--- src/rtl/otp_seq_pkg.sv ---
package otp_seq_pkg;

  typedef enum logic [1:0] {
    MODE_ARRAY = 2'd0,
    MODE_IDLE  = 2'd1,
    MODE_SETUP = 2'd2,
    MODE_BUSY  = 2'd3
  } otp_mode_e;

  localparam logic [7:0] CODE_ENTER  = 8'hAF;
  localparam logic [7:0] CODE_LEAVE  = 8'hFF;
  localparam logic [7:0] CODE_PROG_A = 8'h40;
  localparam logic [7:0] CODE_PROG_B = 8'h10;

  localparam int STAT_READY_BIT = 7;
  localparam int STAT_LKERR_BIT = 1;

  function automatic logic [7:0] pack_status(input logic running, input logic lock_err);
    logic [7:0] s;
    s = 8'h00;
    s[STAT_READY_BIT] = ~running;
    s[STAT_LKERR_BIT] = lock_err;
    return s;
  endfunction

endpackage

--- src/rtl/otp_pair_detect.sv ---
module otp_pair_detect #(
  parameter logic [7:0] CODE = 8'hAF
) (
  input  logic       clk,
  input  logic       rst_n,
  input  logic       arm,
  input  logic       wr_evt,
  input  logic [7:0] code_in,
  output logic       hit
);

  logic seen_q;
  logic match;

  assign match = wr_evt && (code_in == CODE);
  assign hit   = arm && match && seen_q;

  always_ff @(posedge clk or negedge rst_n) begin
    if (!rst_n) begin
      seen_q <= 1'b0;
    end else if (!arm) begin
      seen_q <= 1'b0;
    end else if (wr_evt) begin
      seen_q <= match && !seen_q;
    end
  end

endmodule

--- src/rtl/otp_store.sv ---
module otp_store #(
  parameter int               AW           = 8,
  parameter int               DW           = 16,
  parameter int               FACT_WORDS   = 4,
  parameter int               USER_WORDS   = 4,
  parameter logic [FACT_WORDS*DW-1:0] FACTORY_DATA = '0,
  parameter logic [AW-1:0]    LOCK_ADDR    = 'h40,
  parameter int               LOCK_BIT     = 15
) (
  input  logic          clk,
  input  logic          rst_n,
  input  logic [AW-1:0] rd_addr,
  output logic [DW-1:0] rd_data,
  input  logic [AW-1:0] chk_addr,
  output logic          pg_allowed,
  input  logic          commit,
  input  logic [AW-1:0] pg_addr,
  input  logic [DW-1:0] pg_data,
  output logic          lock_open
);

  localparam int TOTAL = FACT_WORDS + USER_WORDS;

  logic [DW-1:0] user_q [USER_WORDS];
  logic          lock_q;

  for (genvar u = 0; u < USER_WORDS; u++) begin : g_user
    always_ff @(posedge clk or negedge rst_n) begin
      if (!rst_n) begin
        user_q[u] <= '1;
      end else if (commit && pg_addr == AW'(FACT_WORDS + u)) begin
        user_q[u] <= user_q[u] & pg_data;
      end
    end
  end

  always_ff @(posedge clk or negedge rst_n) begin
    if (!rst_n) begin
      lock_q <= 1'b1;
    end else if (commit && pg_addr == LOCK_ADDR) begin
      lock_q <= lock_q & pg_data[LOCK_BIT];
    end
  end

  assign lock_open = lock_q;

  always_comb begin
    rd_data = '1;
    if (rd_addr == LOCK_ADDR) begin
      rd_data[LOCK_BIT] = lock_q;
    end
    for (int i = 0; i < FACT_WORDS; i++) begin
      if (rd_addr == AW'(i)) rd_data = FACTORY_DATA[i*DW +: DW];
    end
    for (int i = 0; i < USER_WORDS; i++) begin
      if (rd_addr == AW'(FACT_WORDS + i)) rd_data = user_q[i];
    end
  end

  always_comb begin
    pg_allowed = 1'b0;
    if (chk_addr == LOCK_ADDR) begin
      pg_allowed = 1'b1;
    end else if (chk_addr >= AW'(FACT_WORDS) && chk_addr < AW'(TOTAL)) begin
      pg_allowed = lock_q;
    end
  end

endmodule

--- src/rtl/otp_seq.sv ---
module otp_seq
  import otp_seq_pkg::*;
#(
  parameter int               AW           = 8,
  parameter int               DW           = 16,
  parameter int               FACT_WORDS   = 4,
  parameter int               USER_WORDS   = 4,
  parameter logic [FACT_WORDS*DW-1:0] FACTORY_DATA = 64'hC0DE_5A5A_0F0F_1234,
  parameter logic [AW-1:0]    LOCK_ADDR    = 'h40,
  parameter int               PROG_CYCLES  = 16
) (
  input  logic          clk,
  input  logic          rst_n,
  input  logic          req_valid,
  output logic          req_ready,
  input  logic          req_write,
  input  logic [AW-1:0] req_addr,
  input  logic [DW-1:0] req_wdata,
  output logic          rsp_valid,
  input  logic          rsp_ready,
  output logic [DW-1:0] rsp_data,
  output logic          otp_mode,
  output logic          busy,
  output logic [7:0]    status
);

  localparam int CW       = $clog2(PROG_CYCLES + 1);
  localparam int LOCK_BIT = DW - 1;

  otp_mode_e     mode_q;
  logic [CW-1:0] cnt_q;
  logic [AW-1:0] paddr_q;
  logic [DW-1:0] pdata_q;
  logic          lockerr_q;
  logic          rsp_valid_q;
  logic [DW-1:0] rsp_data_q;

  logic          fire, wr_evt, rd_evt;
  logic [7:0]    code;
  logic          enter_hit, leave_hit;
  logic          prog_cmd;
  logic [DW-1:0] store_rd;
  logic          pg_allowed;
  logic          commit;
  logic          user_locked;
  logic          lock_open;

  assign req_ready = !rsp_valid_q;
  assign fire      = req_valid && req_ready;
  assign wr_evt    = fire && req_write;
  assign rd_evt    = fire && !req_write;
  assign code      = req_wdata[7:0];
  assign prog_cmd  = (code == CODE_PROG_A) || (code == CODE_PROG_B);
  assign commit    = (mode_q == MODE_BUSY) && (cnt_q == '0);

  otp_pair_detect #(.CODE(CODE_ENTER)) u_enter (
    .clk     (clk),
    .rst_n   (rst_n),
    .arm     (mode_q == MODE_ARRAY),
    .wr_evt  (wr_evt),
    .code_in (code),
    .hit     (enter_hit)
  );

  otp_pair_detect #(.CODE(CODE_LEAVE)) u_leave (
    .clk     (clk),
    .rst_n   (rst_n),
    .arm     (mode_q == MODE_IDLE),
    .wr_evt  (wr_evt),
    .code_in (code),
    .hit     (leave_hit)
  );

  otp_store #(
    .AW           (AW),
    .DW           (DW),
    .FACT_WORDS   (FACT_WORDS),
    .USER_WORDS   (USER_WORDS),
    .FACTORY_DATA (FACTORY_DATA),
    .LOCK_ADDR    (LOCK_ADDR),
    .LOCK_BIT     (LOCK_BIT)
  ) u_store (
    .clk        (clk),
    .rst_n      (rst_n),
    .rd_addr    (req_addr),
    .rd_data    (store_rd),
    .chk_addr   (req_addr),
    .pg_allowed (pg_allowed),
    .commit     (commit),
    .pg_addr    (paddr_q),
    .pg_data    (pdata_q),
    .lock_open  (lock_open)
  );

  assign user_locked = !lock_open;

  // mode sequencing and program window
  always_ff @(posedge clk or negedge rst_n) begin
    if (!rst_n) begin
      mode_q    <= MODE_ARRAY;
      cnt_q     <= '0;
      paddr_q   <= '0;
      pdata_q   <= '0;
      lockerr_q <= 1'b0;
    end else begin
      unique case (mode_q)
        MODE_ARRAY: begin
          if (enter_hit) mode_q <= MODE_IDLE;
        end
        MODE_IDLE: begin
          if (leave_hit) begin
            mode_q    <= MODE_ARRAY;
            lockerr_q <= 1'b0;
          end else if (wr_evt && prog_cmd) begin
            mode_q <= MODE_SETUP;
          end
        end
        MODE_SETUP: begin
          if (wr_evt) begin
            if (pg_allowed) begin
              mode_q  <= MODE_BUSY;
              cnt_q   <= CW'(PROG_CYCLES - 1);
              paddr_q <= req_addr;
              pdata_q <= req_wdata;
            end else begin
              mode_q    <= MODE_IDLE;
              lockerr_q <= 1'b1;
            end
          end
        end
        MODE_BUSY: begin
          if (cnt_q == '0) mode_q <= MODE_IDLE;
          else             cnt_q  <= cnt_q - 1'b1;
        end
        default: mode_q <= MODE_ARRAY;
      endcase
    end
  end

  // read response channel
  always_ff @(posedge clk or negedge rst_n) begin
    if (!rst_n) begin
      rsp_valid_q <= 1'b0;
      rsp_data_q  <= '0;
    end else if (rd_evt) begin
      rsp_valid_q <= 1'b1;
      if (mode_q == MODE_BUSY)       rsp_data_q <= DW'(pack_status(1'b1, lockerr_q));
      else if (mode_q == MODE_ARRAY) rsp_data_q <= '0;
      else                           rsp_data_q <= store_rd;
    end else if (rsp_valid_q && rsp_ready) begin
      rsp_valid_q <= 1'b0;
    end
  end

  assign rsp_valid = rsp_valid_q;
  assign rsp_data  = rsp_data_q;
  assign otp_mode  = (mode_q != MODE_ARRAY);
  assign busy      = (mode_q == MODE_BUSY);
  assign status    = pack_status(busy, lockerr_q);

endmodule

--- config.mk ---
export PLATFORM = sky130hd
export DESIGN_NAME = otp_seq
export DESIGN_NICKNAME = d
export VERILOG_FILES = /design/src/rtl/otp_seq_pkg.sv /design/src/rtl/otp_pair_detect.sv /design/src/rtl/otp_store.sv /design/src/rtl/otp_seq.sv
export SDC_FILE = /design/constraint.sdc
export NUM_CORES = 1
export LEC_CHECK = 0
export ABC_AREA = 0
export BUFFER_PORTS_ARGS = -buffer_cell sky130_fd_sc_hd__buf_4
export CAP_MARGIN = 20
export CORE_MARGIN = 2
export CORE_UTILIZATION = 50
export CTS_BUF_LIST = sky130_fd_sc_hd__clkbuf_4
export CTS_CLUSTER_DIAMETER = 60
export DETAILED_ROUTE_END_ITERATION = 10
export GPL_TIMING_DRIVEN = 0
export PLACE_DENSITY = 0.7
export RECOVER_POWER = 50
export SLEW_MARGIN = 10
export SYNTH_ARGS = -nofsm -noshare
export SYNTH_HDL_FRONTEND = slang
export SYNTH_SLANG_ARGS = --single-unit
--- constraint.sdc ---
create_clock -name clk -period 2.8 [get_ports clk]
set_clock_uncertainty 0.05 [all_clocks]
set_input_delay 0.56 -clock clk [delete_from_list [all_inputs] [get_ports clk]]
set_output_delay 0.56 -clock clk [all_outputs]
set_load 0.01 [all_outputs]
# Word-level counts from Yosys, hierarchy flattened
# Index checks and enable logic that the tools add are counted.
# W data, S select, Z words.
[totals]
register_bits = 116
wordCells = 123
inputBits = 29
out_inout_bits = 28
[classes]
n_mux = 34
order_cmp = 2
bitwise = 6
reduce_logical = 36
n_eq_ne = 30
add_sub_neg = 1
[op_table]
columns = ["operator", "count"]
rows = [
  ["$mux W16", 10],
  ["$and A16 B16 Y16", 4],
  ["$eq A8 B3 Y1 const B", 8],
  ["$eq A8 B7 Y1 const B", 3],
  ["$logic_and A1 B1 Y1", 20],
  ["$eq A8 B2 Y1 const B", 2],
  ["$eq A8 B8 Y1 const B", 2],
  ["$mux W5", 3],
  ["$ne A2 B2 Y1 const B", 7],
  ["$mux W1", 12],
  ["$mux W2", 6],
  ["$reduce_and A4 Y1", 3],
  ["$pmux W5 S2", 1],
  ["$eq A8 B1 Y1 const B", 1],
  ["$eq A8 B5 Y1 const B", 1],
  ["$ge A8 B3 Y1 const B", 1],
  ["$logic_not A8 Y1", 1],
  ["$lt A8 B4 Y1 const B", 1],
  ["$pmux W2 S4", 1],
  ["$reduce_bool A2 Y1", 4],
  ["$logic_not A5 Y1", 1],
  ["$sub A5 B1 Y5 const B", 1],
  ["$eq A2 B2 Y1 const B", 2],
  ["$logic_not A1 Y1", 4],
  ["other kinds (9)", 10],
]

# Depth between registers and ports, before layout
# Gate-level depths: netlist of run 1.
[depth]
word_depth = 12
mapped_depth = 8
ltp_nobuf = 7

# Hierarchy
# Synthesis of run 1 repeated with hierarchy kept, for this count alone.
[unflattened]
cells_unflattened = 476
area_unflattened_um2 = 5380.2
[by_module_without_submodules]
columns = ["mod", "cells_per_inst", "area_each_um2", "instances"]
rows = [
  ["otp_store", 262, 3080.5, 1],
  ["otp_seq", 196, 2150.8, 1],
  ["otp_pair_detect (u_enter)", 9, 80.1, 1],
  ["otp_pair_detect (u_leave)", 9, 68.8, 1],
]

# Worst setup path after synthesis of run 1
# Ideal clock, no wire load.
[synth_timing]
path_kind = "input-to-reg"
start = "in req_wdata[2]"
end = "reg mode_q[1]"
setup_slack_ns = 0.734
t_required_ns = 2.625
cell_stages = 5
arrival_time_ns = 1.892
path_buffers = 0
setup_time_ns = 0.125
cell_sequence = "or4_1 -> nor3_1 -> a311oi_1 -> nor3_2 -> mux2_2"
[synth_via]
elab_chain_len = 6
word_cells_on_any_way = 17
[synth_lines]
columns = ["item", "line", "rtl"]
rows = [
  ["start: declaration", "otp_seq.sv:18", "input logic [DW-1:0] req_wdata,"],
  ["$eq A8 B8 Y1", "otp_pair_detect.sv:15", "assign match = wr_evt && (code_in == CODE);"],
  ["$logic_and A1 B1 Y1", "otp_pair_detect.sv:15", ""],
  ["$logic_and A1 B1 Y1 (2 in a row)", "otp_pair_detect.sv:16", "assign hit = arm && match && seen_q;"],
  ["$ne A3 B3 Y1 (no line), or another cell as far along", "--", ""],
  ["$reduce_and A4 Y1 (no line) or $pmux W2 S4 (tied branches)", "--", ""],
  ["end signal: assignment", "otp_seq.sv:100", "mode_q <= MODE_ARRAY;"],
  ["end signal: assignment", "otp_seq.sv:108", "if (enter_hit) mode_q <= MODE_IDLE;"],
  ["end signal: assignment", "otp_seq.sv:112", "mode_q <= MODE_ARRAY;"],
  ["end: declaration", "otp_seq.sv:30", "otp_mode_e mode_q;"],
]
# Parallel ways exist; a longest one is shown, timed or not.
# A chain may end at the register's enable or synchronous reset.

# Final worst setup path of run 1
[layout_timing]
start = "reg mode_q[0]"
end = "out status[7]"
[layout_via]
elab_chain_len = 2
[layout_lines]
columns = ["item", "line", "rtl"]
rows = [
  ["$eq A2 B2 Y1", "otp_seq.sv:158", "assign busy = (mode_q == MODE_BUSY);"],
  ["$not A1 Y1", "otp_seq_pkg.sv:21", "s[STAT_READY_BIT] = ~running;"],
  ["end: declaration", "otp_seq.sv:24", "output logic [7:0] status"],
]
# No other way between the ends.

==> metrics.md, run 1 <==
| Metric | Value |
|---|---|
| Die Area | 11500 µm² |
| CP Class | reg -> out |
| Period minus WS final | 2.56 ns |
| Top Ports | 57 |
| Initial core utilization | 0.516 |
| Crit-path max FO | 10 |
| Avg Cell Area, Syn | 11.7 µm² |
| CP Cell Sequence | ha_1 > clkbuf_1 > inv_1 > buf_4 |
| Most common cell in the netlist | dfstp_2 |
| Violated checks | max-capacitance violations, max-slew violations |
| Via density | 5.92 |
| First-pass GRT wire length | 20.9 mm |
| Max cap viols | 1 |
| Chip height | 107 µm |
| Top delay family on crit path | buffers and inverters |
| RSZ-0062 raised after global routing | false |
| Residual DRC | 0 |
| CTS tree | built |
| TritonRoute pass-1 iters | 5 |
| CP peak stage delay | 0.41 ns |
| Vias | 4017 |
| Core area | 10300 µm² |
| Slew Limit Headroom | -0.662 |
| Worst VDD drop | 0.341 mV |
| Post-CTS Resized | 0 |
| Tcrit/Tclk final | 0.916 |
| Largest net degree at the start of global routing | 117 |
| Design Power | 4.09 mW |
| Fin. max-slew vios | 117 |
| Final setup violation count | 0 |
| Final setup margin | 0.237 ns |
| Clock transition at path regs | 0.11 ns |
| Max Fclk | 390 MHz |
| Post-CTS Setup Repair Bufs | 0 |
| Status | complete, but fails checks |
| Initial antenna violation count | 1 |
| Antenna-violating nets left | 0 |
| DP Wirelength | 8.97 mm |
| Commonest cells in the synthesized netlist | dfstp_2 (65), o21a_1 (64), dfrtp_1 (51), o21ai_0 (27) |
| Final wirelength | 13.0 mm |
| Critical path buffers and inverters | 3 |
| Post-Route Setup TNS | 0 ns |
| Total GRT Usage | 0.241 |
| CTS Buffer Depth | 2 |
| Yosys top cell by area | dfstp_2 |
| Clk Latency, worst-skew pair | 0.50 ns |
| Final #Nets | 565 |
| Top_reg_cell synth | dfstp_2 |
| Final hold vios | 0 |
| H-Tree Depth | 4 |
| Post-synth EDFFs | 0 |
| Total grt overflow | 0 |
| Sequential area share after synthesis | 0.560 |
| Crit path DAT | 1.95 ns |
| Post-synth top area share | 0.320 |
| Site Rows | 37 |
| Pleak | 2.69 nW |
| Area delta synth->final | 15.3% |
| Num CTS Buffers | 17 |
| CP startpoint kind | flop |
| Crit-path slowest cell | dfrtp_1 |
| Synthesized area | 5330 µm² |
| PwrDens | 666 nW/µm² |
| Die width | 107 µm |
| Worst slew pin tran | 2.49 ns |
| Clk root buf | clkbuf_4 |
| CP required | 2.19 ns |
| Distinct cells, synth | 60 |
| Port bufs | 50 |
| # hold bufs at CTS | 0 |
| Fill cell count | 846 |
| Critical Path End Type | output pin |
| Ranking of synthesized cells by area | dfstp_2 (32%), dfrtp_1 (24%), o21a_1 (9.0%), mux2_2 (5.3%), o21ai_0 (2.5%) |
| Syn Inst Count | 455 |
| Proportion of layout cells with a drive suffix above 1 | 0.332 |
| Vias in the first global route | 3942 |
| DR iter-0 viols | 375 |
| Final core utilization | 0.595 |
| Pre-CTS WS | 0.193 ns |
| Routed len/inst | 19.2 µm |
| Post-synthesis register bit count | 116 |
| Worst min path class | in -> reg |
| Warnings from Yosys | 0 |
| Sink Count | 116 |
| Placer Congestion | 0.824 |
| Asr flop ratio synth | 1.00 |
==> through the flow <==
stage                     hold WS [ns]  instances  cell area (µm²)
final                            0.172        679             6140
after global routing             0.149        679             6140
after floorplan                  0.214        460             5350
after CTS                        0.132        678             6180
after global placement           0.394        646             5890
after detailed placement         0.398        646             5900
==> flip-flops by register name, summed over array words and instances, names as in the netlist <==
signal / flops
mode_q: 2
cnt_q: 5
u_enter.seen_q: 1
u_store.user_q: 64
rsp_data: 16
pdata_q: 16
u_store.lock_open: 1
lockerr_q: 1
rsp_valid: 1
u_leave.seen_q: 1
paddr_q: 8
==> worst paths after layout <==
check                                endpoint               start  depth (start not counted)  slack (ns)
max in group asynchronous         rsp_data[2]               rst_n                          1        0.46
min                                 rsp_valid           rsp_ready                          2        0.17
min in group asynchronous          pdata_q[9]               rst_n                          1        0.72
max                                 status[7]           mode_q[0]                          4        0.24
max reg2reg                       rsp_data[8]           mode_q[0]                          7        0.32
min reg2reg                u_store.user_q[42]  u_store.user_q[42]                          1        0.41
==> cell usage in the layout, fill, tap and decap left out, types with 3 or more instances in the layout <==
cell,count
bufinv_16,3
buf_4,47
dfstp_2,65
nor2b_1,4
o221ai_1,9
inv_1,11
nand3_1,3
a22oi_1,5
buf_6,4
nand2b_1,5
nand4b_1,5
conb_1,6
clkbuf_4,19
nor2_1,26
a21oi_1,18
clkbuf_1,21
and2_1,6
ha_1,7
mux2_2,25
a32oi_1,4
dfrtp_1,51
o21ai_0,27
o22ai_1,5
clkinv_2,4
a31oi_1,3
o21ai_1,6
mux2i_1,7
clkinv_1,4
o31ai_1,4
nor3_1,5
o21a_1,64
nand2_1,26
==> per-layer routing <==
| layer | up-vias | track usage | wire length (µm) | part of all wire |
|---|---|---|---|---|
| li1 | 1810 | - | - | - |
| met1 | 2070 | 0.328 | 5740 | 0.44 |
| met2 | 127 | 0.392 | 6410 | 0.49 |
| met3 | 10 | 0.0547 | 775 | 0.059 |
| met4 | 0 | 0.0612 | 116 | 0.0089 |
| met5 | - | 0 | 0 | 0 |
==> logic make-up (layout without fill, tap and decap cells) <==
group	Yosys count	in the layout	share of synthesized area
compound gates	159	159	0.204
flops	116	116	0.560
simple gates	102	102	0.115
buf+inv	37	119	0.0369
mux	32	32	0.0660
fa+ha+maj	7	7	0.0164
other cells	1	7	0.000704
xor+xnor	1	1	0.00164
==> layout make-up <==
class / instances / area [µm²] / area share
flip-flops and latches: 116 / 2980 / 0.486
multi-input cells: 307 / 2170 / 0.353
repair buffers: 50 / 339 / 0.0552
well taps: 136 / 170 / 0.0277
diodes: 1 / 2.50 / 0.000407
inverters: 11 / 41.3 / 0.00672
plain buffers: 26 / 155 / 0.0253
clock buffers: 19 / 143 / 0.0232
clock inverters: 13 / 141 / 0.0230
==> power by group <==
| part | leakage (nW) | switching (mW) | internal, mW |
|---|---|---|---|
| clock network | 0.156 | 0.611 | 0.622 |
| registers | 1.34 | 0.124 | 1.84 |
| logic | 1.20 | 0.522 | 0.369 |
Power figures use the tool's default switching activity.
==> run 2: changes to the inputs <==
--- a/config.mk
+++ b/config.mk
@@ -14,7 +14,7 @@
 export CTS_CLUSTER_DIAMETER = 60
 export DETAILED_ROUTE_END_ITERATION = 10
 export GPL_TIMING_DRIVEN = 0
-export PLACE_DENSITY = 0.7
+export PLACE_DENSITY = 0.72
 export RECOVER_POWER = 50
 export SLEW_MARGIN = 10
 export SYNTH_ARGS = -nofsm -noshare
==> constraint.sdc (replaced) <==
create_clock -name clk -period 2.1 [get_ports clk]
set_clock_uncertainty 0.05 [all_clocks]
set_input_delay 0.42 -clock clk [delete_from_list [all_inputs] [get_ports clk]]
set_output_delay 0.42 -clock clk [all_outputs]
set_load 0.01 [all_outputs]
==> run 2 against run 1 <==
Compared with the run above: the run still ends with max-capacitance violations, max-slew violations left; non-clock buffer count rose by 15; via count grew 1.7%; worst hold slack got worse by 0.098 ns; cell count up 2.1%; highest routed layer unchanged.
==> metrics.md, run 2 (synthesis gave the netlist of run 1 again) <==
| Metric | Value |
|---|---|
| Crit path DAT | 2.48 ns (was 1.95 ns) |
| Final hold vios | 0 (unchanged) |
| Placer Congestion | 0.826 (was 0.824) |
| Hold Path End | pdata_q[12] (was rsp_valid) |
| Clk root buf | clkbuf_4 (unchanged) |
| H-Tree Depth | 4 (unchanged) |
| Largest net degree at the start of global routing | 117 (unchanged) |
| ANT cells | 0 (was 1) |
| RSZ-0062 raised after global routing | true (was false) |
| Routed len/inst | 19.5 µm (was 19.2 µm) |
| Critical Path End Type | flop (was output pin) |
| Antenna-violating nets left | 0 (unchanged) |
| Num CTS Buffers | 17 (unchanged) |
| Proportion of layout cells with a drive suffix above 1 | 0.391 (was 0.332) |
| Via density | 5.89 (was 5.92) |
| TritonRoute pass-1 iters | 6 (was 5) |
| Final #Nets | 580 (was 565) |
| Final setup violation count | 0 (unchanged) |
| Status | complete, but fails checks (unchanged) |
| Most frequent cells in the layout | buf_4 (69), dfstp_2 (65), o21a_1 (64), dfrtp_1 (51), o21ai_0 (27) (was dfstp_2 (65), o21a_1 (64), dfrtp_1 (51), buf_4 (47), o21ai_0 (27)) |
| Initial antenna violation count | 0 (was 1) |
| Commonest non-fill, non-tap cell in the layout | buf_4 (was dfstp_2) |
| Total GRT Usage | 0.244 (was 0.241) |
| Area after DPL | 5900 µm² (unchanged) |
| Met3 Usage GRT | 0.0492 (was 0.0547) |
| CP peak stage delay | 0.44 ns (was 0.41 ns) |
| CP startpoint | cnt_q[0] (was mode_q[0]) |
| CP startpoint kind | flop (unchanged) |
| Start of the worst register-to-register path | cnt_q[0] (was mode_q[0]) |
| CP required | 2.50 ns (was 2.19 ns) |
| Final wirelength | 13.5 mm (was 13.0 mm) |
| Violated checks | max-capacitance violations, max-slew violations (unchanged) |
| Worst slew pin tran | 1.56 ns (was 2.49 ns) |
| Register-to-Register Path Depth | 8 (was 7) |
| Tcrit/Tclk final | 0.989 |
| Reg2Reg Capture Point | u_store.user_q[18] (was rsp_data[8]) |
| CTS Buffer Depth | 2 (unchanged) |
| Sink Count | 116 (unchanged) |
| Top reg by flops | u_store.user_q (unchanged) |
| Hold Path Depth | 2 (unchanged) |
| Reg2reg setup slack | 0.02 ns (was 0.32 ns) |
| Vias in the first global route | 4059 (was 3942) |
| Site Rows | 37 (unchanged) |
| Die width | 107 µm (unchanged) |
| Period minus WS final | 2.08 ns |
| Met2 Use GR | 0.383 (was 0.392) |
| CTS tree | built (unchanged) |
| Finished Cell Area | 6390 µm² (was 6140 µm²) |
| Chip height | 107 µm (unchanged) |
| Clk Latency, worst-skew pair | 0.53 ns (was 0.50 ns) |
| Initial core utilization | 0.516 (unchanged) |
| Die Area | 11500 µm² (unchanged) |
| Crit-path max FO | 4 (was 10) |
| Total grt overflow | 0 (unchanged) |
| Max cap viols | 1 (unchanged) |
| Port bufs | 50 (unchanged) |
| CP Cell Sequence | inv_2 > ha_4 > nor4b_4 > nand2_2 > and4bb_4 > nand3b_4 > buf_4 > o21a_1 (was ha_1 > clkbuf_1 > inv_1 > buf_4) |
| Grt peak-use layer | met2 (unchanged) |
| Vias | 4085 (was 4017) |
| Hold_sp | req_wdata[12] (was rsp_ready) |
| Max reg flops | 64 (unchanged) |
| Met1 Use GR | 0.337 (was 0.328) |
| Post-Route Setup TNS | 0 ns (unchanged) |
| Slew Limit Headroom | -0.0418 (was -0.662) |
| Max Fclk | 482 MHz |
| Clock transition at path regs | 0.10 ns (was 0.11 ns) |
| Fill cell count | 838 (was 846) |
| Fin. max-slew vios | 117 (unchanged) |
| Multi-input logic area | 2210 µm² (was 2170 µm²) |
| CP Class | reg -> reg (was reg -> out) |
| Residual DRC | 0 (unchanged) |
| Worst min path class | in -> reg (unchanged) |
| DP Wirelength | 9.02 mm (was 8.97 mm) |
| Sequential Area | 2980 µm² (unchanged) |
| First-pass GRT wire length | 21.1 mm (was 20.9 mm) |
| DR iter-0 viols | 354 (was 375) |
| Core area | 10300 µm² (unchanged) |
| Pleak | 2.83 nW (was 2.69 nW) |
| Crit-path slowest cell | and4bb_4 (was dfrtp_1) |
| Worst VDD drop | 0.352 mV (was 0.341 mV) |
| Top Ports | 57 (unchanged) |
| PwrDens | 892 nW/µm² (was 666 nW/µm²) |
| Area delta synth->final | 19.8% (was 15.3%) |
## run 2: changes by cell type in the layout (fill, tap and decap cells not counted), moves of 3 or more
cell | previous run | this run
clkbuf_4 | 19 | 22
clkbuf_1 | 21 | 9
inv_1 | 11 | 7
inv_2 | 0 | 3
buf_4 | 47 | 69
## run 2: stage by stage
| step | instances | total power [mW] | worst slack (ns) | hold slack, ns | util |
|---|---|---|---|---|---|
| floorplan | 460 | 3.31 | 0.127 | 0.0744 | - |
| global placement | 646 | 3.87 | -0.419 | 0.393 | 0.571 |
| detailed placement | 646 | 3.92 | -0.424 | 0.398 | 0.571 |
| CTS | 685 | 5.62 | 0.0167 | 0.00945 | 0.608 |
| global route | 693 | 5.96 | -0.0526 | 0.0378 | 0.619 |
| finish | 693 | 5.70 | 0.0233 | 0.0740 | 0.619 |
## run 2: worst max-delay path, delay by kind of cell (launching register included)
family          cells  cell delay, ns
fa+ha+maj           1            0.12
flops               1            0.43
simple gates        4            0.93
compound gates      1            0.17
buf+inv             2            0.29
## run 2: metal layers
| metal | up-vias | part of all wire |
|---|---|---|
| met5 | - | 0 |
| met4 | 0 | 0.020 |
| met3 | 35 | 0.067 |
| met2 | 161 | 0.48 |
| met1 | 2052 | 0.43 |
| li1 | 1837 | - |
## run 2: cell type report
type                    count  area share
repair buffers             66      0.0801
well taps                 136      0.0266
multi-input cells         307       0.346
clock inverters            12      0.0216
plain buffers              25      0.0280
inverters                  11     0.00686
clock buffers              20      0.0235
flip-flops and latches    116       0.467
## run 2: worst max path at each step
| stage | to | slack, ns | depth (start not counted) |
|---|---|---|---|
| after floorplan | u_store.user_q[10] | 0.13 | 8 |
| after global placement | rsp_data[1] | -0.42 | 6 |
| after detailed placement | rsp_data[1] | -0.42 | 6 |
| after CTS | rsp_data[11] | 0.02 | 5 |
| after global routing | u_store.user_q[19] | -0.05 | 8 |
| final | u_store.user_q[18] | 0.02 | 8 |
## run 2: power breakdown
part | internal [mW] | leakage (nW) | switching [mW]
clock | 0.846 | 0.157 | 0.844
sequential | 2.45 | 1.34 | 0.174
combinational | 0.632 | 1.34 | 0.751
total | 3.93 | 2.83 | 1.77
## run 2: timing repair
item,CTS,global route
setup endpoints to repair,87,48
cloned,0,1
hold buffers,0,1
pin swaps,1,3
setup buffers,7,7
endpoints found under the hold margin,0,1
gates resized for setup,14,9
==> run 3: changes to the inputs <==
==> constraint.sdc (replaced) <==
create_clock -name clk -period 2.1 [get_ports clk]
set_clock_uncertainty 0.05 [all_clocks]
set_input_delay 0.42 -clock clk [delete_from_list [all_inputs] [get_ports clk]]
set_output_delay 0.42 -clock clk [all_outputs]
set_load 0.1 [all_outputs]
==> run 3 against run 2 <==
Compared with the run above: the run ends with negative setup slack left; die area is the same; sequential power about the same; wire length grew 4.1%; combinational power is 110% higher; core utilization is 2.6 points higher.
==> metrics.md, run 3 (synthesis gave the netlist of run 1 again) <==
| Metric | Value |
|---|---|
| Clk root buf | clkbuf_4 (unchanged) |
| CTS tree | built (unchanged) |
| Routed len/inst | 19.8 µm (was 19.5 µm) |
| CP startpoint kind | flop (unchanged) |
| Residual DRC | 0 (unchanged) |
| Reg2Reg Capture Point | u_store.user_q[12] (was u_store.user_q[18]) |
| Core area | 10300 µm² (unchanged) |
| Max cap viols | 0 (was 1) |
| TritonRoute pass-1 iters | 6 (unchanged) |
| CP Class | reg -> reg (unchanged) |
| Top Ports | 57 (unchanged) |
| Num CTS Buffers | 17 (unchanged) |
| Antenna-violating nets left | 0 (unchanged) |
| Crit path DAT | 2.56 ns (was 2.48 ns) |
| Initial antenna violation count | 1 (was 0) |
| Sink Count | 116 (unchanged) |
| Max Fclk | 467 MHz (was 482 MHz) |
| Final setup margin | -0.0407 ns (was 0.0233 ns) |
| Die width | 107 µm (unchanged) |
| Final hold vios | 0 (unchanged) |
| Reg2reg setup slack | -0.04 ns (was 0.02 ns) |
| Largest net degree at the start of global routing | 117 (unchanged) |
| DP Wirelength | 9.35 mm (was 9.02 mm) |
| Initial core utilization | 0.516 (unchanged) |
| Max reg flops | 64 (unchanged) |
| Start of the worst register-to-register path | cnt_q[0] (unchanged) |
| Tcrit/Tclk final | 1.02 (was 0.989) |
| Register-to-Register Path Depth | 8 (unchanged) |
| Via density | 5.88 (was 5.89) |
| CTS Buffer Depth | 2 (unchanged) |
| Placed insts | 646 (unchanged) |
| Placer Congestion | 0.835 (was 0.826) |
| Slew Limit Headroom | 0.207 (was -0.0418) |
| Clock transition at path regs | 0.12 ns (was 0.10 ns) |
| Final core utilization | 0.645 (was 0.619) |
| Critical Path End Type | flop (unchanged) |
| Top reg by flops | u_store.user_q (unchanged) |
| Vias | 4175 (was 4085) |
| H-Tree Depth | 4 (unchanged) |
| Violated checks | negative setup slack (was max-capacitance violations, max-slew violations) |
| Worst slew pin tran | 1.19 ns (was 1.56 ns) |
| Finished Layout Cells | 710 (was 693) |
| RSZ-0062 raised after global routing | true (unchanged) |
| Fin. max-slew vios | 0 (was 117) |
| Final wirelength | 14.1 mm (was 13.5 mm) |
| DR iter-0 viols | 409 (was 354) |
| Final #Nets | 596 (was 580) |
| CP required | 2.52 ns (was 2.50 ns) |
| Port bufs | 50 (unchanged) |
| Most frequent cells in the layout | buf_4 (79), dfstp_2 (65), o21a_1 (64), dfrtp_1 (50) (was buf_4 (69), dfstp_2 (65), o21a_1 (64), dfrtp_1 (51), o21ai_0 (27)) |
| Clk Latency, worst-skew pair | 0.53 ns (about the same) |
| Total grt overflow | 0 (unchanged) |
| Vias in the first global route | 4030 (was 4059) |
| Hold Path End | pdata_q[9] (was pdata_q[12]) |
| Proportion of layout cells with a drive suffix above 1 | 0.415 (was 0.391) |
| Status | complete, but fails checks (unchanged) |
| Site Rows | 37 (unchanged) |
| Period minus WS final | 2.14 ns (was 2.08 ns) |
| Commonest non-fill, non-tap cell in the layout | buf_4 (unchanged) |
| First-pass GRT wire length | 21.9 mm (was 21.1 mm) |
| Final setup violation count | 12 (was 0) |
| Hold_sp | req_wdata[9] (was req_wdata[12]) |
| Die Area | 11500 µm² (unchanged) |
| Total GRT Usage | 0.254 (was 0.244) |
| PwrDens | 1120 nW/µm² (was 892 nW/µm²) |
| Hold Path Depth | 2 (unchanged) |
| Area delta synth->final | 25.0% (was 19.8%) |
| Worst min path class | in -> reg (unchanged) |
| Chip height | 107 µm (unchanged) |
| Crit-path max FO | 7 (was 4) |
| Worst VDD drop | 0.671 mV (was 0.352 mV) |
| Design Power | 7.43 mW (was 5.70 mW) |
| Pleak | 2.94 nW (was 2.83 nW) |
==> run 3: cell types whose count changed in the layout (fill, tap and decap cells not counted), moves of 3 or more <==
cell	previous run	this run
buf_4	69	79
clkinv_2	5	1
clkinv_4	0	4
clkbuf_4	22	19
inv_6	0	3
==> run 3: where the power goes <==
group	switching (mW)	total, mW	internal [mW]	leakage, nW
Sequential	0.171	2.62	2.45	1.33
Combinational	2.09	2.91	0.818	1.43
Clock	0.920	1.89	0.973	0.174
==> run 3: through the flow <==
stage | cell area [µm²] | hold WS, ns | TNS [ns] | worst slack, ns
after global routing | 6660 | 0.0266 | -2.66 | -0.105
final | 6660 | 0.0507 | -0.294 | -0.0407
after CTS | 6440 | 0.00518 | 0 | 0.00783
after global placement | 5930 | 0.393 | -18.00 | -0.445
after floorplan | 5390 | 0.0744 | -0.714 | -0.147
after detailed placement | 5940 | 0.397 | -20.57 | -0.449
==> run 3: what timing repair did <==
action / CTS / global route
setup endpoints to repair: 84 / 71
endpoints found under the hold margin: 0 / 22
setup buffers: 16 / 11
hold buffers: 0 / 2
pin swaps: 2 / 4
resized for setup: 15 / 13
gates cloned: 0 / 1
==> run 3: worst max-delay path, stage by stage, from the launching register on <==
cell and delay [ns]:
dfrtp_1 0.41, inv_2 0.11, ha_4 0.13, nor4b_4 0.28
nand2_2 0.11, and4bb_4 0.44, nand3_4 0.17, clkbuf_16 0.21
o21a_1 0.16
==> run 3: cell type report <==
type | instances | area, µm²
fill | 778 | 3660
sequential | 116 | 2990
multi-input combinational | 307 | 2250
timing repair buffer | 81 | 688
clock inverter | 14 | 201
buffer | 26 | 184
tap | 136 | 170
clock buffer | 18 | 135
inverter | 11 | 45.0
antenna | 1 | 2.50
==> run 3: worst max-delay path by stage <==
stage                           start            endpoint  slack (ns)  cells past startpoint
final                        cnt_q[0]  u_store.user_q[12]       -0.04                      8
after global routing         cnt_q[0]  u_store.user_q[15]       -0.10                      8
after CTS                   mode_q[1]           status[7]       0.008                      4
after detailed placement  req_addr[2]            cnt_q[4]       -0.45                      6
after global placement    req_addr[2]          pdata_q[9]       -0.45                      5
after floorplan             mode_q[1]           mode_q[1]       -0.15                      6
==> run 3: routing by layer <==
metal  share of wire  GRT usage  vias to the layer above
li1                -          -                     1874
met1            0.42      0.361                     2068
met2            0.48      0.385                      205
met3           0.082     0.0498                       28
met4           0.018     0.0983                        0
met5               0          0                        -
